==> src/rtl/rvx_pkg.sv <==
package rvx_pkg;

  localparam int unsigned INSTR_W = 32;

  localparam logic [6:0] OPC_REG    = 7'b0110011;
  localparam logic [6:0] OPC_IMM    = 7'b0010011;
  localparam logic [6:0] OPC_LOAD   = 7'b0000011;
  localparam logic [6:0] OPC_STORE  = 7'b0100011;
  localparam logic [6:0] OPC_BRANCH = 7'b1100011;
  localparam logic [6:0] OPC_CUST0  = 7'b0001011;

  localparam logic [2:0] F3_IARRN  = 3'b000;
  localparam logic [2:0] F3_ISNULL = 3'b001;

  localparam logic [6:0] F7_BASE = 7'b0000000;
  localparam logic [6:0] F7_ALT  = 7'b0100000;

  typedef enum logic [1:0] {
    WB_MEM  = 2'd0,
    WB_ALU  = 2'd1,
    WB_ZERO = 2'd2
  } wbSel_e;

  typedef enum logic {
    ALU_ADD = 1'b0,
    ALU_SUB = 1'b1
  } aluOp_e;

  typedef enum logic [1:0] {
    IMM_I = 2'd0,
    IMM_S = 2'd1,
    IMM_B = 2'd2
  } immSel_e;

  // Strobes handed from the decoder to the datapath
  typedef struct packed {
    logic    pcSel;
    logic    regWen;
    logic    memRw;
    wbSel_e  wbSel;
    logic    brUn;
    logic    aSel;
    logic    bSel;
    aluOp_e  aluSel;
    logic    iArrN;
    logic    zeroTest;
    immSel_e immSel;
  } ctrlStrobes_t;

endpackage

==> src/rtl/rvx_ctrl.sv <==
module rvx_ctrl
  import rvx_pkg::*;
(
  input  logic [6:0]   opcode,
  input  logic [2:0]   funct3,
  input  logic [6:0]   funct7,
  input  logic         brEq,
  input  logic         brLt,
  output ctrlStrobes_t strobes
);

  logic takeBranch;
  logic branchLegal;

  // Branch condition from funct3; codes 010 and 011 are not branches
  always_comb begin
    takeBranch  = 1'b0;
    branchLegal = 1'b1;
    unique case (funct3)
      3'b000:         takeBranch = brEq;
      3'b001:         takeBranch = !brEq;
      3'b100, 3'b110: takeBranch = brLt;
      3'b101, 3'b111: takeBranch = !brLt;
      default:        branchLegal = 1'b0;
    endcase
  end

  always_comb begin
    strobes = '0;
    unique case (opcode)
      OPC_REG: begin
        if (funct3 == 3'b000 && (funct7 == F7_BASE || funct7 == F7_ALT)) begin
          strobes.regWen = 1'b1;
          strobes.wbSel  = WB_ALU;
          strobes.aluSel = (funct7 == F7_ALT) ? ALU_SUB : ALU_ADD;
        end
      end
      OPC_IMM: begin
        if (funct3 == 3'b000) begin
          strobes.regWen = 1'b1;
          strobes.wbSel  = WB_ALU;
          strobes.bSel   = 1'b1;
          strobes.immSel = IMM_I;
        end
      end
      OPC_LOAD: begin
        if (funct3 == 3'b010) begin
          strobes.regWen = 1'b1;
          strobes.wbSel  = WB_MEM;
          strobes.bSel   = 1'b1;
          strobes.immSel = IMM_I;
        end
      end
      OPC_STORE: begin
        if (funct3 == 3'b010) begin
          strobes.memRw  = 1'b1;
          strobes.bSel   = 1'b1;
          strobes.immSel = IMM_S;
        end
      end
      OPC_BRANCH: begin
        if (branchLegal) begin
          strobes.pcSel  = takeBranch;
          strobes.wbSel  = WB_ALU;
          strobes.aSel   = 1'b1;
          strobes.bSel   = 1'b1;
          strobes.brUn   = funct3[1];
          strobes.immSel = IMM_B;
        end
      end
      OPC_CUST0: begin
        if (funct3 == F3_IARRN && funct7 == F7_BASE) begin
          strobes.regWen = 1'b1;
          strobes.wbSel  = WB_ALU;
          strobes.iArrN  = 1'b1;
        end else if (funct3 == F3_ISNULL) begin
          strobes.regWen   = 1'b1;
          strobes.wbSel    = WB_ZERO;
          strobes.zeroTest = 1'b1;
        end
      end
      default: strobes = '0;
    endcase
  end

endmodule

==> src/rtl/rvx_imm.sv <==
module rvx_imm
  import rvx_pkg::*;
#(
  parameter int unsigned XLEN = 32
) (
  input  logic [INSTR_W-1:7] instrHi,
  input  immSel_e            immSel,
  output logic [XLEN-1:0]    immVal
);

  localparam int unsigned EXT_I = XLEN - 12;
  localparam int unsigned EXT_B = XLEN - 13;

  always_comb begin
    unique case (immSel)
      IMM_S:   immVal = {{EXT_I{instrHi[31]}}, instrHi[31:25], instrHi[11:7]};
      IMM_B:   immVal = {{EXT_B{instrHi[31]}}, instrHi[31], instrHi[7],
                         instrHi[30:25], instrHi[11:8], 1'b0};
      default: immVal = {{EXT_I{instrHi[31]}}, instrHi[31:20]};
    endcase
  end

endmodule

==> src/rtl/rvx_cmp.sv <==
module rvx_cmp #(
  parameter int unsigned XLEN = 32
) (
  input  logic [XLEN-1:0] lhs,
  input  logic [XLEN-1:0] rhs,
  input  logic            unsignedCmp,
  output logic            isEq,
  output logic            isLt
);

  always_comb begin
    isEq = (lhs == rhs);
    if (unsignedCmp) isLt = (lhs < rhs);
    else             isLt = ($signed(lhs) < $signed(rhs));
  end

endmodule

==> src/rtl/rvx_datapath.sv <==
module rvx_datapath
  import rvx_pkg::*;
#(
  parameter int unsigned XLEN       = 32,
  parameter int unsigned ELEM_SHIFT = 2
) (
  input  logic [INSTR_W-1:7] instrHi,
  input  logic [XLEN-1:0]    pc,
  input  logic [XLEN-1:0]    rs1Val,
  input  logic [XLEN-1:0]    rs2Val,
  input  logic [XLEN-1:0]    memRdata,
  input  ctrlStrobes_t       strobes,
  output logic               brEq,
  output logic               brLt,
  output logic [XLEN-1:0]    aluResult,
  output logic [XLEN-1:0]    wbValue
);

  logic [XLEN-1:0] immVal;
  logic [XLEN-1:0] cmpRhs;
  logic [XLEN-1:0] opA;
  logic [XLEN-1:0] opB;
  logic [XLEN-1:0] scaledIdx;

  rvx_imm #(.XLEN(XLEN)) u_imm (
    .instrHi (instrHi),
    .immSel  (strobes.immSel),
    .immVal  (immVal)
  );

  // Zero test substitutes a hard-wired zero register for rs2
  assign cmpRhs = strobes.zeroTest ? '0 : rs2Val;

  rvx_cmp #(.XLEN(XLEN)) u_cmp (
    .lhs         (rs1Val),
    .rhs         (cmpRhs),
    .unsignedCmp (strobes.brUn),
    .isEq        (brEq),
    .isLt        (brLt)
  );

  assign scaledIdx = rs2Val << ELEM_SHIFT;

  always_comb begin
    opA = strobes.aSel ? pc : rs1Val;
    if (strobes.iArrN) opB = scaledIdx;
    else               opB = strobes.bSel ? immVal : rs2Val;
    aluResult = (strobes.aluSel == ALU_SUB) ? (opA - opB) : (opA + opB);
  end

  always_comb begin
    unique case (strobes.wbSel)
      WB_ALU:  wbValue = aluResult;
      WB_ZERO: wbValue = {{(XLEN-1){1'b0}}, brEq};
      default: wbValue = memRdata;
    endcase
  end

endmodule

==> src/rtl/rvx_exec_slice.sv <==
module rvx_exec_slice
  import rvx_pkg::*;
#(
  parameter int unsigned XLEN       = 32,
  parameter int unsigned ELEM_SHIFT = 2
) (
  input  logic [31:0]     instr,
  input  logic [XLEN-1:0] pc,
  input  logic [XLEN-1:0] rs1Val,
  input  logic [XLEN-1:0] rs2Val,
  input  logic [XLEN-1:0] memRdata,
  output logic            pcSel,
  output logic            regWen,
  output logic            memRw,
  output logic [1:0]      wbSel,
  output logic            brUn,
  output logic            aSel,
  output logic            bSel,
  output logic            aluSel,
  output logic            iArrN,
  output logic [XLEN-1:0] aluResult,
  output logic [XLEN-1:0] wbValue
);

  ctrlStrobes_t strobes;
  logic         brEq;
  logic         brLt;

  rvx_ctrl u_ctrl (
    .opcode  (instr[6:0]),
    .funct3  (instr[14:12]),
    .funct7  (instr[31:25]),
    .brEq    (brEq),
    .brLt    (brLt),
    .strobes (strobes)
  );

  rvx_datapath #(.XLEN(XLEN), .ELEM_SHIFT(ELEM_SHIFT)) u_dp (
    .instrHi   (instr[31:7]),
    .pc        (pc),
    .rs1Val    (rs1Val),
    .rs2Val    (rs2Val),
    .memRdata  (memRdata),
    .strobes   (strobes),
    .brEq      (brEq),
    .brLt      (brLt),
    .aluResult (aluResult),
    .wbValue   (wbValue)
  );

  assign pcSel  = strobes.pcSel;
  assign regWen = strobes.regWen;
  assign memRw  = strobes.memRw;
  assign wbSel  = strobes.wbSel;
  assign brUn   = strobes.brUn;
  assign aSel   = strobes.aSel;
  assign bSel   = strobes.bSel;
  assign aluSel = strobes.aluSel;
  assign iArrN  = strobes.iArrN;

endmodule

==> config.mk <==
export PLATFORM = sky130hd
export DESIGN_NAME = rvx_exec_slice
export DESIGN_NICKNAME = d
export VERILOG_FILES = /design/src/rtl/rvx_pkg.sv /design/src/rtl/rvx_ctrl.sv /design/src/rtl/rvx_imm.sv /design/src/rtl/rvx_cmp.sv /design/src/rtl/rvx_datapath.sv /design/src/rtl/rvx_exec_slice.sv
export SDC_FILE = /design/constraint.sdc
export NUM_CORES = 1
export LEC_CHECK = 0
export ABC_AREA = 1
export BUFFER_PORTS_ARGS = -buffer_cell sky130_fd_sc_hd__clkbuf_2
export CAP_MARGIN = 15
export CORE_MARGIN = 8
export CORE_UTILIZATION = 25
export DETAILED_ROUTE_END_ITERATION = 12
export SLEW_MARGIN = 20
export SYNTH_ARGS = -nofsm -noshare
export SYNTH_HDL_FRONTEND = slang
export SYNTH_SLANG_ARGS = --single-unit
==> constraint.sdc <==
create_clock -name vclk -period 7
set_input_delay 1.05 -clock vclk [all_inputs]
set_output_delay 1.05 -clock vclk [all_outputs]
set_load 0.05 [all_outputs]
# After elaboration in Yosys (flattened, before gate mapping)
# Cells that the tools add are included.
# classes
n_addsub,2
n_lt_le_gt_ge,2
eq_ne,18
mux,36
n_reduce_logical,11
# op_table
op,count
$mux W32,5
$lt A32 B32 Y1,2
$pmux W32 S2,1
$add A32 B32 Y32,1
$eq A32 B32 Y1,1
$sub A32 B32 Y32,1
$pmux W12 S2,1
$eq A7 B6 Y1 const B,3
$mux W1,18
$eq A3 B3 Y1 const B,4
$mux W2,5
$pmux W1 S4,2
$pmux W2 S4,1
$eq A7 B2 Y1 const B,1
$eq A7 B4 Y1 const B,1
$eq A7 B5 Y1 const B,1
$eq A7 B7 Y1 const B,1
$logic_not A7 Y1,1
$reduce_or A2 Y1,3
$reduce_or A6 Y1,1
$eq A2 B1 Y1 const B,2
$eq A2 B2 Y1 const B,2
$mux W4,1
$pmux W2 S2,1
7 further kinds,9
# totals
ff_bits,0
input_bits,160
output_inout_bits,74

# Depth between registers and ports, before layout
# Gate-level depths: netlist of run 1.
# logic_depth
word_depth,12
mapped_depth,36
mapped_depth_nobuf,35

# By module
# Synthesis of run 1 repeated with hierarchy kept, for this count alone.
# unflattened
hier_cells,1147
hier_area_um2,6214.7
# modules_own_cells
module,n_inst,cells_per_inst,area_per_inst_um2,seq_area_each_um2
rvx_datapath,1,880,4638.2,0.0
rvx_cmp,1,146,904.6,0.0
rvx_imm,1,61,367.9,0.0
rvx_ctrl,1,60,304.0,0.0

# Worst setup path after synthesis of run 1
# Ideal clock, no wire load.
# synth_path
path_kind,input-to-output
startpoint,in instr[2]
endpoint,out wbValue[22]
arrival_time_ns,6.212
t_required_ns,5.950
setup_slack_ns,-0.262
cell_stages,28
n_path_buf,2
path_cell_list,inv_2 nand2_2 nor2_4 nand3_2 clkbuf_1 clkbuf_1 ha_1 inv_1 nand2_1 a2bb2oi_1 nand2_1 nand3_1 ha_1 inv_1 nor2_4 nand2_2 o21ai_1 o21ai_0 xor2_1 ha_1 nand2_1 nor4_1 a21oi_1 o21ai_0 nand2_1 o211ai_1 xor2_1 a22o_1
# synth_between
elab_chain_cells,9
elab_cells_between_ends,25
cone_classes,add/sub: 2; eq/ne: 10; mux: 12; reduce/logical: 1
# synth_rtl
item,line_no,rtl
start: declaration,rvx_exec_slice.sv:7,"input logic [31:0] instr,"
$eq A7 B7 Y1 / $eq A7 B6 Y1 (equally long branches),rvx_ctrl.sv:30,unique case (opcode)
$pmux W2 S2,rvx_ctrl.sv:30,
$eq A2 B2 Y1 / $eq A2 B1 Y1 (equally long branches),rvx_imm.sv:15,unique case (immSel)
$pmux W12 S2,rvx_imm.sv:15,
$mux W32,rvx_datapath.sv:47,else opB = strobes.bSel ? immVal : rs2Val;
$mux W32,rvx_datapath.sv:46,if (strobes.iArrN) opB = scaledIdx;
$add A32 B32 Y32 / $sub A32 B32 Y32 (equally long branches),rvx_datapath.sv:48,aluResult = (strobes.aluSel == ALU_SUB) ? (opA - opB) : (opA + opB);
$mux W32 *,rvx_datapath.sv:48,
via aluResult[22],rvx_exec_slice.sv:21,"output logic [XLEN-1:0] aluResult,"
$pmux W32 S2 *,rvx_datapath.sv:52,unique case (strobes.wbSel)
end: declaration,rvx_exec_slice.sv:22,output logic [XLEN-1:0] wbValue
# The timed path passes the listed nets; every way through them passes the cells marked *.

# Worst setup path in the final report of run 1
# layout_path
startpoint,in instr[3]
endpoint,out wbValue[29]
# layout_between
elab_chain_cells,9
elab_cells_between_ends,25
cone_classes,add/sub: 2; eq/ne: 10; mux: 12; reduce/logical: 1
# layout_rtl
item,line_no
$eq A7 B7 Y1 / $eq A7 B6 Y1 (equally long branches),rvx_ctrl.sv:30
$pmux W2 S2,rvx_ctrl.sv:30
$eq A2 B2 Y1 / $eq A2 B1 Y1 (equally long branches),rvx_imm.sv:15
$pmux W12 S2,rvx_imm.sv:15
$mux W32,rvx_datapath.sv:47
$mux W32,rvx_datapath.sv:46
$add A32 B32 Y32 / $sub A32 B32 Y32 (equally long branches),rvx_datapath.sv:48
$mux W32,rvx_datapath.sv:48
$pmux W32 S2 *,rvx_datapath.sv:52
# Mark *: on every way between the ends. The rest lies on a longest branch, timed or not.

==> impl_metrics.prom, run 1 <==
# TYPE chip_impl_metric gauge
chip_impl_metric{name="detail_route.wirelength",unit="um"} 23500
chip_impl_metric{name="synth-seq-area-share",unit="%"} 0
chip_impl_metric{name="routed_via_density",unit=""} 4.69
chip_impl_metric{name="grt_max_degree",unit=""} 35
chip_impl_metric{name="layout.clock_buffers",unit=""} 0
chip_impl_info{name="run_status",value="finished, final reports clean"} 1
chip_impl_info{name="worst_hold_startpoint",value="memRdata[30]"} 1
chip_impl_metric{name="routability_congestion_estimate_from_global_placement",unit=""} 0.899
chip_impl_metric{name="start_util",unit="%"} 25.6
chip_impl_metric{name="port_buffers",unit=""} 229
chip_impl_metric{name="core",unit="mm^2"} 0.0219
chip_impl_metric{name="detailedRoute.firstIterationViolations",unit=""} 359
chip_impl_info{name="cell_with_the_biggest_individual_delay_on_the_critical_path",value="sky130_fd_sc_hd__ha_1"} 1
chip_impl_metric{name="die_y_extent",unit="um"} 166
chip_impl_metric{name="total_die_area",unit="mm^2"} 0.0274
chip_impl_metric{name="worst_ir_drop_vdd",unit="V"} 0.0000601
chip_impl_metric{name="critical_path.max_stage_delay",unit="ns"} 0.33
chip_impl_metric{name="fp-row-count",unit=""} 54
chip_impl_metric{name="synth.avg_cell_area",unit="um^2"} 5.54
chip_impl_metric{name="hold_viol_final",unit=""} 0
chip_impl_info{name="worst_setup_path_class",value="input pin to output pin"} 1
chip_impl_metric{name="io_pins",unit=""} 234
chip_impl_metric{name="drive_gt1_share",unit="%"} 28.6
chip_impl_info{name="critical_path.startpoint_type",value="input pin"} 1
chip_impl_info{name="layout_common_cells",value="sky130_fd_sc_hd__nand2_1 (364), sky130_fd_sc_hd__clkbuf_2 (191), sky130_fd_sc_hd__inv_1 (81)"} 1
chip_impl_metric{name="vias",unit=""} 7058
chip_impl_info{name="final_common_cell",value="sky130_fd_sc_hd__nand2_1"} 1
chip_impl_metric{name="first_global_vias",unit=""} 6975
chip_impl_metric{name="area_delta_synth_final",unit="%"} 37.5
chip_impl_metric{name="grt_antenna_before_repair",unit=""} 2
chip_impl_metric{name="synth_xor_area_share",unit="%"} 8.61
chip_impl_metric{name="hold_slack",unit="ns"} 2.44
chip_impl_metric{name="cap_violations",unit=""} 0
chip_impl_metric{name="shortest_clock_period_the_worst_path_allows_after_layout",unit="ns"} 6.59
chip_impl_metric{name="synth_fa_ha_area_share",unit="%"} 15.6
chip_impl_metric{name="numPlacedInstances",unit=""} 1500
chip_impl_metric{name="synth-compound-area-share",unit="%"} 16.5
chip_impl_metric{name="synth_simple_gate_area_share",unit="%"} 49.1
chip_impl_metric{name="postSynthCellCount",unit=""} 1010
chip_impl_info{name="worst_hold_path.endpoint",value="wbValue[30]"} 1
chip_impl_metric{name="critical_path_required",unit="ns"} 5.95
chip_impl_info{name="dominant_combinational_cell_family_by_area_after_synthesis",value="simple AND/OR/NAND/NOR gates"} 1
chip_impl_metric{name="min_delay_path_depth",unit=""} 4
chip_impl_metric{name="arrival",unit="ns"} 5.54
chip_impl_metric{name="wl_per_cell",unit="um"} 15.6
chip_impl_metric{name="remaining_global_route_overflow",unit=""} 0
chip_impl_info{name="worstSetupEndpointType",value="output pin"} 1
chip_impl_metric{name="layout.cells.non_filler",unit=""} 1505
chip_impl_metric{name="post_synth_instance_area",unit="mm^2"} 0.00560
chip_impl_metric{name="layout.nets",unit=""} 1455
chip_impl_metric{name="synth.net_count",unit=""} 1239
chip_impl_metric{name="worst-slew-pin-transition",unit="ns"} 0.736
chip_impl_info{name="crit_path_frequent_cell",value="sky130_fd_sc_hd__ha_1"} 1
chip_impl_metric{name="multi_input_combinational_cell_area",unit="mm^2"} 0.00512
chip_impl_metric{name="grt_pass1_wl",unit="um"} 37100
chip_impl_metric{name="power.density_cell_area",unit="mW/mm^2"} 101
chip_impl_metric{name="dp_hpwl",unit="um"} 20900
chip_impl_metric{name="relSlewSlack",unit="%"} 49.7
chip_impl_metric{name="dieWidth",unit="um"} 166
chip_impl_info{name="holdCritPathClass",value="input pin to output pin"} 1
chip_impl_metric{name="min_period_over_period",unit="%"} 94.1
chip_impl_metric{name="ant_nets",unit=""} 0
chip_impl_metric{name="critPathMaxFanout",unit=""} 4
chip_impl_metric{name="yosys-mux-area-fraction",unit="%"} 0
chip_impl_metric{name="ys.warnings.count",unit=""} 0
chip_impl_metric{name="final-setup-viol-count",unit=""} 0
chip_impl_metric{name="slew_viol_final",unit=""} 0
chip_impl_metric{name="drt_pre_antenna_iters",unit=""} 5
chip_impl_metric{name="grt.total_usage",unit="%"} 16.1
chip_impl_info{name="grt_setup_unrepaired",value="true"} 1
chip_impl_metric{name="design.seq.count",unit=""} 0
chip_impl_metric{name="achievable-frequency",unit="MHz"} 152
chip_impl_metric{name="filler_cell_count",unit=""} 2492
chip_impl_metric{name="power.total",unit="uW"} 778
chip_impl_metric{name="sequential_cell_area",unit="um^2"} 0
chip_impl_metric{name="setup-tns-final",unit="ns"} 0
chip_impl_metric{name="total_leakage_power",unit="uW"} 0.00431
chip_impl_metric{name="residual_drc",unit=""} 0
chip_impl_metric{name="yosys.cell_types.count",unit=""} 54
## layout make-up
class,instances,area share [%]
antenna,1,0.0325
inverter,99,4.89
multi-input combinational,879,66.6
tap,280,4.55
timing repair buffer,246,24.0
## power by group
| group | switching [uW] | internal [uW] |
|---|---|---|
| Sequential | 0 | 0 |
| Clock | 0 | 0.0000191 |
| Combinational | 489 | 289 |
| Total | 489 | 289 |
## metal layers
layer | global-route usage, % | up-vias | share of wire, %
met1 | 21.5 | 3121 | 48
li1 | - | 3727 | -
met4 | 1.65 | 2 | 1.2
met2 | 26.8 | 192 | 44
met3 | 3.53 | 16 | 6.3
met5 | 0 | - | 0.043
## cells by family after synthesis
group,count (synthesis)
AO/OA/AOI/OAI,151
XOR/XNOR,55
adder cells (fa/ha/maj),69
buffers and inverters,131
AND/OR/NAND/NOR,604
## cell usage after synthesis (all sizes together), types with 2 or more instances
cell	count	share of area, %
nor2	86	7.4
inv	98	6.7
a221oi	2	0.31
a22o	18	2.8
xnor2	23	3.6
o21a	4	0.54
o211ai	4	0.54
nor3	12	1.3
clkbuf	17	1.1
ha	68	15
nand2	397	29
nand3	64	6.6
a211oi	3	0.40
and2	2	0.22
o21ai	47	4.4
or2	21	2.4
nand4	16	1.9
xor2	32	5.0
a31oi	3	0.34
nor4	2	0.22
buf	15	2.5
a21o	2	0.27
nor3b	2	0.27
a21oi	55	4.9
o221ai	2	0.31
o21bai	7	0.94
## repair_timing
action | in CTS | in global routing
hold buffers | 0 | 0
setup endpoints to repair | 0 | 20
setup buffers | 0 | 4
gates resized for setup | 0 | 17
## metrics by stage
stage / setup WS (ns) / util [%] / cell area (um^2)
after floorplan: -0.00831 / - / 5640
final: 0.414 / 35.2 / 7700
after CTS: 0.143 / 34.7 / 7600
after detailed placement: 0.149 / 34.7 / 7600
after global routing: -0.0178 / 35.2 / 7700
after global placement: 0.232 / 34.7 / 7600
## critical path: cells and delay by family
family | cells | cell delay, ns
adders and majority gates | 3 | 0.76
and+or+nand+nor | 12 | 1.55
xor gates and xnor gates | 2 | 0.39
buffers and inverters | 5 | 0.56
AOI/OAI and AO/OA | 7 | 1.21
## worst max-delay path by stage
stage             start     endpoint  slack [ns]  cells after the start
5_1_grt        instr[4]  wbValue[28]       -0.02                     32
3_5_place_dp   instr[3]  wbValue[28]        0.15                     30
2_1_floorplan  instr[2]  wbValue[28]      -0.008                     31
4_1_cts        instr[3]  wbValue[28]        0.14                     30
3_3_place_gp   instr[3]  wbValue[28]        0.23                     30
6_report       instr[3]  wbValue[29]        0.41                     29
No activity file was read; power rests on OpenSTA's default activity.
==> inputs of run 2 (changes only) <==
--- a/config.mk
+++ b/config.mk
@@ -9,7 +9,7 @@
 export BUFFER_PORTS_ARGS = -buffer_cell sky130_fd_sc_hd__clkbuf_2
 export CAP_MARGIN = 15
 export CORE_MARGIN = 8
-export CORE_UTILIZATION = 25
+export CORE_UTILIZATION = 30
 export DETAILED_ROUTE_END_ITERATION = 12
 export SLEW_MARGIN = 20
 export SYNTH_ARGS = -nofsm -noshare
==> run 2 against run 1 <==
Compared with the run above:
- design area is 3.3% lower
- routed wire length decreased by 5.8%
- non-clock buffer count shrank 6
- clock-buffer cell count stayed put
- worst setup slack improved by 0.0016 ns
- combinational power fell by 2%
- maximum frequency about the same
- total power shrank 2.3%
- flip-flop and latch count unchanged
- die area is 15% lower
- global-route usage grew 1.8 points
==> impl_metrics.prom, run 2 (synthesis results as in run 1) <==
# TYPE chip_impl_metric gauge
chip_impl_info{name="run_status",value="finished, final reports clean"} 1
chip_impl_metric{name="wl_per_cell",unit="um"} 15.2
chip_impl_metric{name="grt_antenna_before_repair",unit=""} 0
chip_impl_metric{name="critical_path_required",unit="ns"} 5.95
chip_impl_metric{name="core",unit="mm^2"} 0.0185
chip_impl_metric{name="grt_pass1_wl",unit="um"} 35100
chip_impl_metric{name="vias",unit=""} 7008
chip_impl_metric{name="dieWidth",unit="um"} 153
chip_impl_metric{name="total_leakage_power",unit="uW"} 0.00423
chip_impl_metric{name="postLayoutSetupSlackWorst",unit="ns"} 0.415
chip_impl_metric{name="antennaDiodeCount",unit=""} 0
chip_impl_metric{name="grt_max_degree",unit=""} 39
chip_impl_metric{name="worst-slew-pin-transition",unit="ns"} 0.768
chip_impl_metric{name="hold_viol_final",unit=""} 0
chip_impl_metric{name="min_delay_path_depth",unit=""} 4
chip_impl_metric{name="shortest_clock_period_the_worst_path_allows_after_layout",unit="ns"} 6.58
chip_impl_metric{name="critical_path.max_stage_delay",unit="ns"} 0.36
chip_impl_metric{name="layout.nets",unit=""} 1449
chip_impl_info{name="worst_setup_path_class",value="input pin to output pin"} 1
chip_impl_metric{name="total_die_area",unit="mm^2"} 0.0233
chip_impl_metric{name="setup-tns-final",unit="ns"} 0
chip_impl_metric{name="ant_nets",unit=""} 0
chip_impl_metric{name="drt_pre_antenna_iters",unit=""} 5
chip_impl_metric{name="relSlewSlack",unit="%"} 48.1
chip_impl_metric{name="hold_slack",unit="ns"} 2.44
chip_impl_metric{name="sequential_cell_area",unit="um^2"} 0
chip_impl_metric{name="power.density_cell_area",unit="mW/mm^2"} 102
chip_impl_metric{name="residual_drc",unit=""} 0
chip_impl_info{name="layout_common_cells",value="sky130_fd_sc_hd__nand2_1 (364), sky130_fd_sc_hd__clkbuf_2 (196), sky130_fd_sc_hd__inv_1 (80)"} 1
chip_impl_metric{name="drive_gt1_share",unit="%"} 27.6
chip_impl_metric{name="worst_ir_drop_vdd",unit="V"} 0.0000401
chip_impl_metric{name="area_delta_synth_final",unit="%"} 32.9
chip_impl_metric{name="grt.total_usage",unit="%"} 17.9
chip_impl_metric{name="io_pins",unit=""} 234
chip_impl_metric{name="filler_cell_count",unit=""} 2046
chip_impl_metric{name="port_buffers",unit=""} 229
chip_impl_metric{name="layout.clock_buffers",unit=""} 0
chip_impl_metric{name="remaining_global_route_overflow",unit=""} 0
chip_impl_metric{name="cap_violations",unit=""} 0
chip_impl_metric{name="arrival",unit="ns"} 5.53
chip_impl_metric{name="die_y_extent",unit="um"} 153
chip_impl_metric{name="placement_setup_slack",unit="ns"} 0.0926
chip_impl_info{name="critical_path.startpoint_type",value="input pin"} 1
chip_impl_info{name="holdCritPathClass",value="input pin to output pin"} 1
chip_impl_metric{name="detail_route.wirelength",unit="um"} 22100
chip_impl_info{name="cell_with_the_biggest_individual_delay_on_the_critical_path",value="sky130_fd_sc_hd__ha_1"} 1
chip_impl_metric{name="achievable-frequency",unit="MHz"} 152
chip_impl_metric{name="dp_hpwl",unit="um"} 19600
chip_impl_metric{name="first_global_vias",unit=""} 6856
chip_impl_metric{name="critPathMaxFanout",unit=""} 7
chip_impl_info{name="final_common_cell",value="sky130_fd_sc_hd__nand2_1"} 1
chip_impl_metric{name="detailedRoute.firstIterationViolations",unit=""} 566
chip_impl_metric{name="fp-row-count",unit=""} 50
chip_impl_metric{name="routability_congestion_estimate_from_global_placement",unit=""} 0.918
chip_impl_metric{name="final-setup-viol-count",unit=""} 0
chip_impl_metric{name="slew_viol_final",unit=""} 0
chip_impl_metric{name="start_util",unit="%"} 30.2
chip_impl_metric{name="routed_via_density",unit=""} 4.83
chip_impl_info{name="crit_path_frequent_cell",value="sky130_fd_sc_hd__nand2_1"} 1
chip_impl_metric{name="multi_input_combinational_cell_area",unit="mm^2"} 0.00507
chip_impl_info{name="worstSetupEndpointType",value="output pin"} 1
chip_impl_metric{name="design.seq.count",unit=""} 0
chip_impl_metric{name="min_period_over_period",unit="%"} 94.1
-- run 2: path summary, 6_finish.rpt --
check,start,to,slack (ns)
setup / recovery,instr[4],wbValue[22],0.42
hold / removal,memRdata[30],wbValue[30],2.44
-- run 2: critical path: cells and delay by family --
kind | cells | cell delay (ns)
AO/OA/AOI/OAI | 7 | 1.09
XOR/XNOR | 2 | 0.42
adder cells (fa/ha/maj) | 3 | 0.84
buffers and inverters | 6 | 0.71
AND/OR/NAND/NOR | 11 | 1.41
-- run 2: power breakdown --
part	total (uW)	switching (uW)	internal [uW]	leakage, uW
Sequential	0	0	0	0
Clock	0	0	0	0
Combinational	760	478	282	0.00423
Total	760	478	282	0.00423
-- run 2: final cells by class --
cell class | count | area share [%]
tap | 234 | 3.93
timing repair buffer | 240 | 22.8
inverter | 99 | 5.06
multi-input combinational | 879 | 68.2
-- run 2: stage by stage --
stage	power [uW]	instances	util (%)	cell area (um^2)
detailed placement	760	1451	40.1	7420
floorplan	472	1010	-	5640
finish	760	1452	40.2	7440
global placement	755	1451	40.1	7420
CTS	762	1451	40.1	7420
global route	823	1452	40.2	7440
-- run 2: metal layers --
metal  global-route usage (%)  up-vias  routed length [um]
li1                         -     3711                   -
met1                     24.2     3078               10700
met2                     29.5      205                9720
met3                     3.74       14                1520
met4                     1.93        0                 240
met5                        0        -                   0
-- run 2: timing repair --
| item | 4_1_cts | 5_1_grt |
|---|---|---|
| buffers inserted | 0 | 1 |
| setup endpoints to repair | 0 | 10 |
| gates resized for setup | 0 | 12 |
| hold buffers | 0 | 0 |
==> inputs of run 3 (changes only) <==
--- a/config.mk
+++ b/config.mk
@@ -11,7 +11,9 @@
 export CORE_MARGIN = 8
 export CORE_UTILIZATION = 30
 export DETAILED_ROUTE_END_ITERATION = 12
+export GPL_ROUTABILITY_DRIVEN = 1
 export SLEW_MARGIN = 20
 export SYNTH_ARGS = -nofsm -noshare
 export SYNTH_HDL_FRONTEND = slang
+export SYNTH_HIERARCHICAL = 1
 export SYNTH_SLANG_ARGS = --single-unit
==> run 3 against run 2 <==
Compared with the run above:
- first-iteration DRC count fell by 21%
- utilization fell by 3.3 points
- critical path type unchanged
- maximum frequency fell by 1.5%
- via count rose by 7.7%
- routed wire length rose by 8.5%
- clock-buffer cell count did not move
- hold slack improved by 0.016 ns
- largest cell class unchanged
- combinational power fell by 9.2%
- critical endpoint is now wbValue[25]
- die area rose by 9.8%
- cell count rose by 10%
==> impl_metrics.prom, run 3 <==
# TYPE chip_impl_metric gauge
chip_impl_metric{name="wl_per_cell",unit="um"} 15.0
chip_impl_metric{name="worst_ir_drop_vdd",unit="V"} 0.0000339
chip_impl_metric{name="core",unit="mm^2"} 0.0203
chip_impl_info{name="layout_common_cells",value="sky130_fd_sc_hd__nand2_1 (361), sky130_fd_sc_hd__clkbuf_2 (226), sky130_fd_sc_hd__inv_1 (156)"} 1
chip_impl_info{name="synth_area_leader_cell",value="sky130_fd_sc_hd__nand2_1"} 1
chip_impl_metric{name="cts_hold_repair.buffers",unit=""} 0
chip_impl_metric{name="residual_drc",unit=""} 0
chip_impl_metric{name="slew_viol_final",unit=""} 0
chip_impl_metric{name="post_synth_instance_area",unit="mm^2"} 0.00621
chip_impl_metric{name="critPathMaxFanout",unit=""} 11
chip_impl_metric{name="total_die_area",unit="mm^2"} 0.0256
chip_impl_info{name="final_common_cell",value="sky130_fd_sc_hd__nand2_1"} 1
chip_impl_info{name="synth.top_cells.by_area",value="sky130_fd_sc_hd__nand2_1 (22%), sky130_fd_sc_hd__ha_1 (14%), sky130_fd_sc_hd__inv_1 (9.4%)"} 1
chip_impl_info{name="ys_top_cells_by_count",value="sky130_fd_sc_hd__nand2_1 (361), sky130_fd_sc_hd__inv_1 (156), sky130_fd_sc_hd__nor2_1 (120), sky130_fd_sc_hd__nand3_1 (74), sky130_fd_sc_hd__ha_1 (68)"} 1
chip_impl_metric{name="critical_path.max_stage_delay",unit="ns"} 0.40
chip_impl_metric{name="routability_congestion_estimate_from_global_placement",unit=""} 0.875
chip_impl_info{name="worst_setup_path_startpoint",value="instr[14]"} 1
chip_impl_metric{name="start_util",unit="%"} 30.6
chip_impl_info{name="cell_with_the_biggest_individual_delay_on_the_critical_path",value="sky130_fd_sc_hd__ha_1"} 1
chip_impl_metric{name="port_buffers",unit=""} 229
chip_impl_metric{name="finish.instance_area",unit="mm^2"} 0.00748
chip_impl_metric{name="worst-slew-pin-transition",unit="ns"} 0.784
chip_impl_metric{name="area_delta_synth_final",unit="%"} 20.4
chip_impl_metric{name="drive_gt1_share",unit="%"} 25.5
chip_impl_info{name="run_status",value="finished, final reports clean"} 1
chip_impl_metric{name="drt_pre_antenna_iters",unit=""} 7
chip_impl_info{name="setup.worst_path.end",value="wbValue[25]"} 1
chip_impl_metric{name="design.seq.count",unit=""} 0
chip_impl_info{name="synth_most_common_cell",value="sky130_fd_sc_hd__nand2_1"} 1
chip_impl_metric{name="sequential_cell_area",unit="um^2"} 0
chip_impl_metric{name="routed_via_density",unit=""} 4.71
chip_impl_metric{name="dieWidth",unit="um"} 160
chip_impl_metric{name="place_area",unit="mm^2"} 0.00740
chip_impl_metric{name="grt_max_degree",unit=""} 37
chip_impl_metric{name="grt_antenna_before_repair",unit=""} 2
chip_impl_metric{name="remaining_global_route_overflow",unit=""} 0
chip_impl_metric{name="grt_pass1_wl",unit="um"} 37800
chip_impl_metric{name="io_pins",unit=""} 234
chip_impl_metric{name="power.total",unit="uW"} 690
chip_impl_metric{name="final-setup-viol-count",unit=""} 0
chip_impl_metric{name="first_global_vias",unit=""} 7407
chip_impl_metric{name="fp-row-count",unit=""} 52
chip_impl_info{name="worstSetupEndpointType",value="output pin"} 1
chip_impl_info{name="critical_path.startpoint_type",value="input pin"} 1
chip_impl_metric{name="arrival",unit="ns"} 5.63
chip_impl_metric{name="total_leakage_power",unit="uW"} 0.00432
chip_impl_metric{name="hold_slack",unit="ns"} 2.46
chip_impl_metric{name="synthDominantCellAreaShare",unit="%"} 21.8
chip_impl_metric{name="min_period_over_period",unit="%"} 95.5
chip_impl_metric{name="grt.total_usage",unit="%"} 17.6
chip_impl_metric{name="dp_hpwl",unit="um"} 21700
chip_impl_metric{name="layout.clock_buffers",unit=""} 0
chip_impl_metric{name="shortest_clock_period_the_worst_path_allows_after_layout",unit="ns"} 6.68
chip_impl_metric{name="synth.avg_cell_area",unit="um^2"} 5.42
chip_impl_metric{name="synth-seq-area-share",unit="%"} 0
chip_impl_metric{name="detail_route.wirelength",unit="um"} 24000
chip_impl_metric{name="critical_path_required",unit="ns"} 5.95
chip_impl_metric{name="vias",unit=""} 7550
chip_impl_metric{name="power.density_cell_area",unit="mW/mm^2"} 92.2
chip_impl_info{name="crit_path_frequent_cell",value="sky130_fd_sc_hd__nand2_1"} 1
chip_impl_metric{name="layout.nets",unit=""} 1564
chip_impl_metric{name="final_core_util",unit="%"} 36.8
chip_impl_metric{name="ant_nets",unit=""} 0
chip_impl_metric{name="postSynthCellCount",unit=""} 1147
chip_impl_metric{name="die_y_extent",unit="um"} 160
chip_impl_metric{name="hold_viol_final",unit=""} 0
chip_impl_metric{name="synth.net_count",unit=""} 1376
chip_impl_metric{name="achievable-frequency",unit="MHz"} 150
chip_impl_metric{name="yosys.cell_types.count",unit=""} 47
chip_impl_metric{name="detailedRoute.firstIterationViolations",unit=""} 446
chip_impl_info{name="worst_setup_path_class",value="input pin to output pin"} 1
chip_impl_metric{name="relSlewSlack",unit="%"} 47.6
chip_impl_metric{name="ys.warnings.count",unit=""} 6
chip_impl_info{name="holdCritPathClass",value="input pin to output pin"} 1
chip_impl_metric{name="cap_violations",unit=""} 0
==> run 3: cell count changes after synthesis, sizes merged, moves of 5 or more <==
cell / before / now
o21bai: 7 / 2
or2: 21 / 4
a22o: 18 / 12
nand2: 397 / 377
nand4: 16 / 11
nand3: 64 / 77
a21o: 2 / 8
nor3: 12 / 18
nor2: 86 / 136
inv: 98 / 165
buf: 15 / 44
mux2: 0 / 30
and2: 2 / 7
==> run 3: what timing repair did <==
action / in CTS / in global routing
gates resized for setup: 0 / 15
buffers inserted: 0 / 4
setup endpoints to repair: 0 / 41
==> run 3: final cells by class <==
cell class	instances	area (um^2)
Fill cell	2332	12800
Multi-Input combinational cell	924	5250
Timing Repair Buffer	244	1260
Inverter	165	624
Tap cell	270	338
Antenna cell	1	2.50
==> run 3: critical path, delay by kind of cell <==
family          cells  cell delay, ns
compound gates      3            0.36
xor+xnor            1            0.14
fa+ha+maj           3            0.97
buf+inv             6            0.68
simple gates       20            2.39
==> run 3: logic make-up (layout without fill, tap and decap cells) <==
family          after synthesis  in the layout  synth area share (%)
compound gates              138            138                  12.9
xor+xnor                     50             50                  7.05
fa+ha+maj                    69             69                  14.0
buf+inv                     223            409                  16.3
mux                          31             31                  5.60
other cells                   0              1                     0
simple gates                636            636                  44.2
==> run 3: worst min path at each step <==
stage                  from     endpoint  slack, ns  cells after the start
3_3_place_gp   memRdata[26]  wbValue[26]       2.50                      4
5_1_grt        memRdata[27]  wbValue[27]       2.50                      4
6_report       memRdata[27]  wbValue[27]       2.46                      4
3_5_place_dp   memRdata[21]  wbValue[21]       2.50                      4
2_1_floorplan      instr[6]        iArrN       2.29                      3
4_1_cts        memRdata[21]  wbValue[21]       2.50                      4
==> run 3: layer usage <==
layer | vias up | wire length [um] | part of all wire [%] | global-route usage, %
met1 | 3323 | 10800 | 45 | 21.7
met4 | 2 | 199 | 0.83 | 1.66
met5 | - | 13 | 0.054 | 0
met3 | 12 | 1790 | 7.4 | 4.32
li1 | 4002 | - | - | -
met2 | 211 | 11200 | 47 | 31.4
==> run 3: per-stage QoR <==
stage | worst slack, ns | instances | setup TNS (ns)
3_5_place_dp | 0.0557 | 1599 | 0
4_1_cts | 0.0565 | 1599 | 0
3_3_place_gp | 0.138 | 1599 | 0
6_report | 0.318 | 1604 | 0
2_1_floorplan | 0.371 | 1147 | 0
5_1_grt | -0.00410 | 1604 | -0.00697
==> run 3: power breakdown <==
group          switching, uW  total, uW  internal (uW)
logic                    485        690            204
registers                  0          0              0
clock network              0  0.0000191      0.0000191
